`src/rtl/adc_seq_accum.sv`:
```
module adc_seq_accum #(
  parameter int DATA_W = 10,
  parameter int ACC_W = 16,
  parameter logic [7:0] CFG_RST = 8'hF8
) (
  input  logic              clk,
  input  logic              rst_n,
  input  logic              cfg_we,
  input  logic [7:0]        cfg_wdata,
  output logic [7:0]        cfg_q,
  input  logic              burst_en,
  input  logic              left_just,
  input  logic              conv_start,
  output logic              sar_clk_en,
  output logic              sar_req,
  input  logic              sar_done,
  input  logic [DATA_W-1:0] sar_data,
  output logic [ACC_W-1:0]  result,
  output logic              eoc_irq,
  output logic              win_irq
);
  localparam int LJ_SH = ACC_W - DATA_W;
  localparam logic [ACC_W-1:0] ACC_MAX = ACC_W'(16 * ((1 << DATA_W) - 1));

  typedef enum logic [1:0] {S_IDLE, S_ARM, S_BUSY, S_HOLD} state_t;

  state_t           state;
  logic [4:0]       div_cnt;
  logic [4:0]       cnt, tgt, tgt_new;
  logic             first, lj_q;
  logic [ACC_W-1:0] acc, sum_nxt, final_val;
  logic             last;

  always_ff @(posedge clk)
    if (!rst_n) cfg_q <= CFG_RST;
    else if (cfg_we) cfg_q <= cfg_wdata;

  assign sar_clk_en = (div_cnt == 5'd0);

  always_ff @(posedge clk)
    if (!rst_n) div_cnt <= '0;
    else if (sar_clk_en) div_cnt <= cfg_q[7:3];
    else div_cnt <= div_cnt - 5'd1;

  always_comb
    case (cfg_q[2:1])
      2'b00:   tgt_new = 5'd1;
      2'b01:   tgt_new = 5'd4;
      2'b10:   tgt_new = 5'd8;
      default: tgt_new = 5'd16;
    endcase

  assign sar_req   = (state == S_ARM) && sar_clk_en;
  assign sum_nxt   = (first ? '0 : acc) + ACC_W'(sar_data);
  assign final_val = lj_q ? {sar_data, {LJ_SH{1'b0}}} : sum_nxt;
  assign last      = (cnt + 5'd1 == tgt);

  always_ff @(posedge clk) begin
    if (!rst_n) begin
      state   <= S_IDLE;
      cnt     <= '0;
      tgt     <= 5'd1;
      first   <= 1'b0;
      lj_q    <= 1'b0;
      acc     <= '0;
      result  <= '0;
      eoc_irq <= 1'b0;
      win_irq <= 1'b0;
    end else begin
      eoc_irq <= 1'b0;
      win_irq <= 1'b0;
      case (state)
        S_IDLE:
          if (conv_start) begin
            state <= S_ARM;
            first <= 1'b1;
            cnt   <= '0;
            tgt   <= tgt_new;
            lj_q  <= left_just && (cfg_q[2:1] == 2'b00);
          end
        S_HOLD:
          if (conv_start) state <= S_ARM;
        S_ARM:
          if (sar_clk_en) state <= S_BUSY;
        S_BUSY:
          if (sar_done) begin
            acc   <= sum_nxt;
            first <= 1'b0;
            cnt   <= cnt + 5'd1;
            if (last) begin
              state   <= S_IDLE;
              result  <= final_val;
              eoc_irq <= 1'b1;
              win_irq <= 1'b1;
            end else begin
              state <= burst_en ? S_ARM : S_HOLD;
            end
          end
        default: state <= S_IDLE;
      endcase
    end
  end

  a_r4_eoc_single: assert property (@(posedge clk) disable iff (!rst_n)
    eoc_irq |=> !eoc_irq);

  a_r4_eoc_after_done: assert property (@(posedge clk) disable iff (!rst_n)
    eoc_irq |-> $past(sar_done));

  a_r3_no_overflow: assert property (@(posedge clk) disable iff (!rst_n)
    acc <= ACC_MAX);

  a_r9_cnt_bound: assert property (@(posedge clk) disable iff (!rst_n)
    cnt <= tgt);
endmodule

```
`config.mk`:
```
export PLATFORM = sky130hd
export DESIGN_NAME = adc_seq_accum
export DESIGN_NICKNAME = d
export VERILOG_FILES = /design/src/rtl/adc_seq_accum.sv
export SDC_FILE = /design/constraint.sdc
export NUM_CORES = 1
export LEC_CHECK = 0
export BUFFER_PORTS_ARGS = -buffer_cell sky130_fd_sc_hd__buf_2
export CAP_MARGIN = 20
export CORE_ASPECT_RATIO = 1.5
export CORE_MARGIN = 2
export CORE_UTILIZATION = 46
export DETAILED_ROUTE_END_ITERATION = 16
export HOLD_SLACK_MARGIN = 0.15
export PLACE_DENSITY = 0.75
export SLEW_MARGIN = 0
export SYNTH_ARGS = -nofsm -noshare
export SYNTH_HDL_FRONTEND = slang
export SYNTH_SLANG_ARGS = --single-unit
```
`constraint.sdc`:
```
create_clock -name clk -period 3.6 [get_ports clk]
set_input_delay 0.18 -clock clk [delete_from_list [all_inputs] [get_ports clk]]
set_output_delay 0.18 -clock clk [all_outputs]
set_load 0.01 [all_outputs]
```
After elaboration in Yosys (flattened, before gate mapping)
Cells that the tools add are included.
Operators by class
  add/sub/neg operators: 3
  equality and inequality tests: 10
  multiplexer cells: 17
  reductions and logical operators: 13
Operators by type and width (number)
  $mux 16: 2
  $add 16x10->16: 1
  $mux 5: 3
  $pmux 5 s3: 1
  $reduce_and 3->1: 4
  $mux 2: 5
  $pmux 5 s2: 1
  $eq 2x2->1 const B: 3
  $ne 2x2->1 const B: 3
  $pmux 2 s3: 1
  $add 5x1->5 const B: 1
  $eq 5x5->1: 1
  $logic_not 5->1: 1
  $sub 5x1->5 const B: 1
  $eq 2x1->1 const B: 2
  $logic_not 2->1: 2
  $reduce_and 2->1: 2
  $mux 1: 3
  $logic_and 1x1->1: 2
  $ne 2x1->1 const B: 1
  $pmux 1 s2: 1
  $reduce_bool 2->1: 1
  $reduce_or 2->1: 1
Storage, ports and cells
  register bits after elaboration: 60
  bits of input ports: 25
  output and inout bits: 28
  word-level logic and storage cells: 53

Logic depth before layout (Yosys ltp)
  word-level depth: 5
  gate-level depth with buffers: 12

Worst setup path before layout
No wires, ideal clock.
  path kind: reg2reg
  start: register first
  end: register result[14]
  setup time: 0.132 ns
  arrival: 2.795 ns
  data required time: 3.468 ns
  setup slack: 0.672 ns
  cell stages (with the launch flop): 13
  path buffers: 3
  period minus slack after synthesis: 2.928 ns
  path through: dfxtp_1 -> clkbuf_1 -> clkbuf_1 -> nor2b_1 -> ha_1 -> fa_1 -> a21o_1 -> a221oi_1 -> o31ai_1 -> buf_2 -> or3_1 -> nand4_1 -> a21oi_1
Between the ends
  word-level cells in the longest chain between the ends: 3
RTL lines
  from (decl): RTL line 30  | logic first, lj_q;
  from (signal assigned): RTL line 63  | first <= 1'b0;
  from (signal assigned): RTL line 76  | first <= 1'b1;
  from (signal assigned): RTL line 88  | first <= 1'b0;
  $mux 16: RTL line 54  | assign sum_nxt = (first ? '0 : acc) + ACC_W'(sar_data);
  $add 16x10->16: RTL line 54
  $mux 16: RTL line 55  | assign final_val = lj_q ? {sar_data, {LJ_SH{1'b0}}} : sum_nxt;
  to (signal assigned): RTL line 92  | result <= final_val;
  to (decl): RTL line 18  | output logic [ACC_W-1:0] result,
Every way passes these cells.
A chain may end at the register's enable or synchronous reset.

Worst setup path after layout
Ends and elaborated chain as after synthesis.

==> flow_summary.yaml <==
status:
  status: "finished clean"
finish:
  num-nets-final: 503
  diodes: 0
  area_growth_pct: 16.8
  fillers: 650
  final_common_cell: "dfxtp_1"
  layout_common_cells: "59 x dfxtp_1, 53 x buf_2, 50 x a21oi_1, 39 x nor2_1, 37 x nand2_1"
  final_cell_area_um2: 3850
  final_layout_size_suffix_gt1_frac: 0.167
sta:
  skew_ps: 8.63
  max_freq_mhz: 351
  worst_slew_pin_slew_ps: 964
  slew_headroom: 0.357
  finalSetupViolCount: 0
  hold_viol_final: 0
  slew_viol_final: 0
  fin_crit_sh: 0.791
  tns_ps: 0
  fin_crit_ps: 2850
  rsz0062_at_grt: "no"
floorplanning:
  ios: 53
  dieArea_um2: 7870
  core-area_um2: 6900
  start_util: 0.477
  num_rows: 37
  die_h_um: 108
  die-width_um: 73.1
detailed_routing:
  highest_layer: "met4"
  drc: 0
  wl_per_cell_um: 14.7
  wl_met2_um: 4230
  via_per_inst: 5.69
  drt-total-wl_um: 8030
  first_pass_iters: 4
  route.met3.wl_um: 420
  vias: 3099
  initialDrtViolationCount: 122
  ant_nets: 0
  wl_met1_um: 3070
logic_synthesis:
  synthArstFlopShare: 0
  synth_edf_count: 0
  ys_types: 54
  synth_mux_area_frac: 0.0338
  synth_xor_area_frac: 0.0426
  synth-seq-area-share: 0.359
  synth_compound_area_frac: 0.203
  synth-adder-area-share: 0.0631
  synth_nets: 449
  synth_ff_type: "dfxtp_1"
  ys_ff_latch: 59
  synth_top_family_by_area: "simple AND/OR/NAND/NOR gates"
  syn-cell-area_um2: 3290
  ys_warn_count: 0
  synth-simple-area-share: 0.248
  synth_area_per_cell_um2: 8.07
  syn_inst: 408
power:
  p_leak_nw: 1.63
  ir_drop_mv: 0.278
  p_per_area_nw_per_um2: 473
clock_tree:
  cts_root_buf: "clkbuf_8"
  post_cts_buffers: 0
  cts_tree: "yes"
  numCtsBuffers: 9
  h-tree-depth: 3
  clk_pin_slew_ps: 60
  clockBufferDepth: 2
  clkLatencyLatePin_ps: 350
  clock_sinks: 59
worst_setup_path:
  crit_start: "first"
  endpoint_kind: "flop"
  critPathMaxFanout: 10
  r2r_end: "result[14]"
  startpoint_type: "flop"
  crit_path_end: "result[14]"
  r2r_slack_ps: 750
  worstReg2RegStart: "first"
  crit_type: "reg2reg"
  reg2reg_depth: 10
  cp.required_ps: 3800
  arrival_ps: 3040
place:
  placed_cell_area_um2: 3540
  gp_congestion: 0.915
  io_buffer_count: 52
  post-dp-hpwl_um: 5800
grt:
  grt_pass1_vias: 3071
  grt_usage: 0.219
  grt_pass1_wl_um: 13300
  overflow: 0
  grt_start_max_net_pins: 29
  antenna_found_initial: 0
job:
  cap_violations: 0
min_path:
  hold_path_class: "in2reg"
==> layout make-up <==
| cell class | instances | area [um^2] | area share |
|---|---|---|---|
| clock buffer | 14 | 153 | 0.0397 |
| clock inverter | 2 | 35.0 | 0.00911 |
| timing repair buffer | 67 | 398 | 0.103 |
| inverter | 10 | 37.5 | 0.00976 |
| tap | 78 | 97.6 | 0.0254 |
| sequential | 59 | 1180 | 0.307 |
| multi-input combinational | 315 | 1940 | 0.506 |
==> cells by family after synthesis <==
| group | Yosys count |
|---|---|
| AO/OA/AOI/OAI | 115 |
| buffers and inverters | 34 |
| flip-flops | 59 |
| AND/OR/NAND/NOR | 157 |
| adder cells (fa/ha/maj) | 16 |
| XOR/XNOR | 16 |
| multiplexers | 11 |
==> timing repair <==
item | CTS | global route
resized for setup | 0 | 0
endpoints found under the hold margin | 11 | 0
hold buffers | 11 | 0
==> sequential cells by signal, indices dropped and copies added (netlist names) <==
| signal | count |
|---|---|
| acc | 16 |
| cfg_q | 8 |
| cnt | 5 |
| div_cnt | 5 |
| first | 1 |
| lj_q | 1 |
| result | 16 |
| state | 2 |
| tgt | 4 |
| win_irq | 1 |
==> routing by layer <==
layer	vias up	global-route usage
li1	1553	-
met1	1428	0.225
met2	91	0.398
met3	27	0.0552
met4	0	0.110
met5	-	0
==> cells in the mapped netlist, types with 2 or more instances <==
master / number / area (um^2)
a22oi_1: 4 / 30.0
or3_2: 2 / 15.0
or2_2: 2 / 12.5
o21a_1: 4 / 30.0
nand2b_1: 5 / 31.3
and3b_1: 2 / 17.5
a21oi_1: 50 / 250
a21o_1: 5 / 37.5
xor2_1: 6 / 52.6
ha_1: 15 / 188
o21ai_0: 29 / 145
nand4_1: 7 / 43.8
and2_1: 3 / 18.8
a31oi_1: 4 / 25.0
xnor2_1: 10 / 87.6
nand3_1: 14 / 70.1
o211ai_1: 4 / 30.0
nand2_1: 37 / 139
nor3b_1: 4 / 30.0
dfxtp_1: 59 / 1180
o31ai_1: 3 / 22.5
nor3_1: 6 / 30.0
clkbuf_1: 15 / 56.3
or3_1: 5 / 31.3
nand3b_1: 4 / 30.0
nor2b_1: 15 / 93.8
buf_2: 3 / 15.0
mux2i_1: 10 / 100
and3_1: 2 / 12.5
a211oi_1: 6 / 45.0
inv_1: 10 / 37.5
clkbuf_8: 2 / 27.5
nor2_1: 39 / 146
and4_1: 2 / 17.5
==> how the worst min path moves through the flow <==
stage	startpoint	to	slack, ps	cells after the start
after detailed placement	cfg_wdata[3]	cfg_q[3]	400	3
after CTS	conv_start	tgt[4]	150	3
after floorplan	cfg_wdata[3]	cfg_q[3]	310	2
final	sar_data[0]	result[6]	160	3
after global placement	cfg_wdata[5]	cfg_q[5]	390	3
after global routing	sar_data[0]	result[6]	180	3
==> per-stage QoR <==
step / hold WS (ps) / util / std cells / worst slack, ps / power [W]
final: 156 / 0.558 / 545 / 753 / 0.00182
after detailed placement: 399 / 0.514 / 517 / 614 / 0.00123
after CTS: 152 / 0.557 / 544 / 605 / 0.00184
after floorplan: 309 / - / 408 / 672 / 0.00111
after global routing: 178 / 0.558 / 545 / 461 / 0.00193
after global placement: 393 / 0.514 / 517 / 692 / 0.00122
==> critical path, stage by stage, from the launching register on <==
cell and delay [ps]:
dfxtp_1 490, nor2b_1 90, ha_1 230, fa_1 410
a21o_1 190, a221oi_1 420, o31ai_1 190, buf_2 210
or3_1 310, nand4_1 90, a21oi_1 60
==> report_power, final <==
| group | total (W) | switching, W | internal [W] |
|---|---|---|---|
| Combinational | 0.000469 | 0.000277 | 0.000192 |
| Clock | 0.000586 | 0.000248 | 0.000339 |
| Sequential | 0.000765 | 0.0000530 | 0.000712 |
| Total | 0.00182 | 0.000578 | 0.00124 |
(Power assumes the default switching activity.)
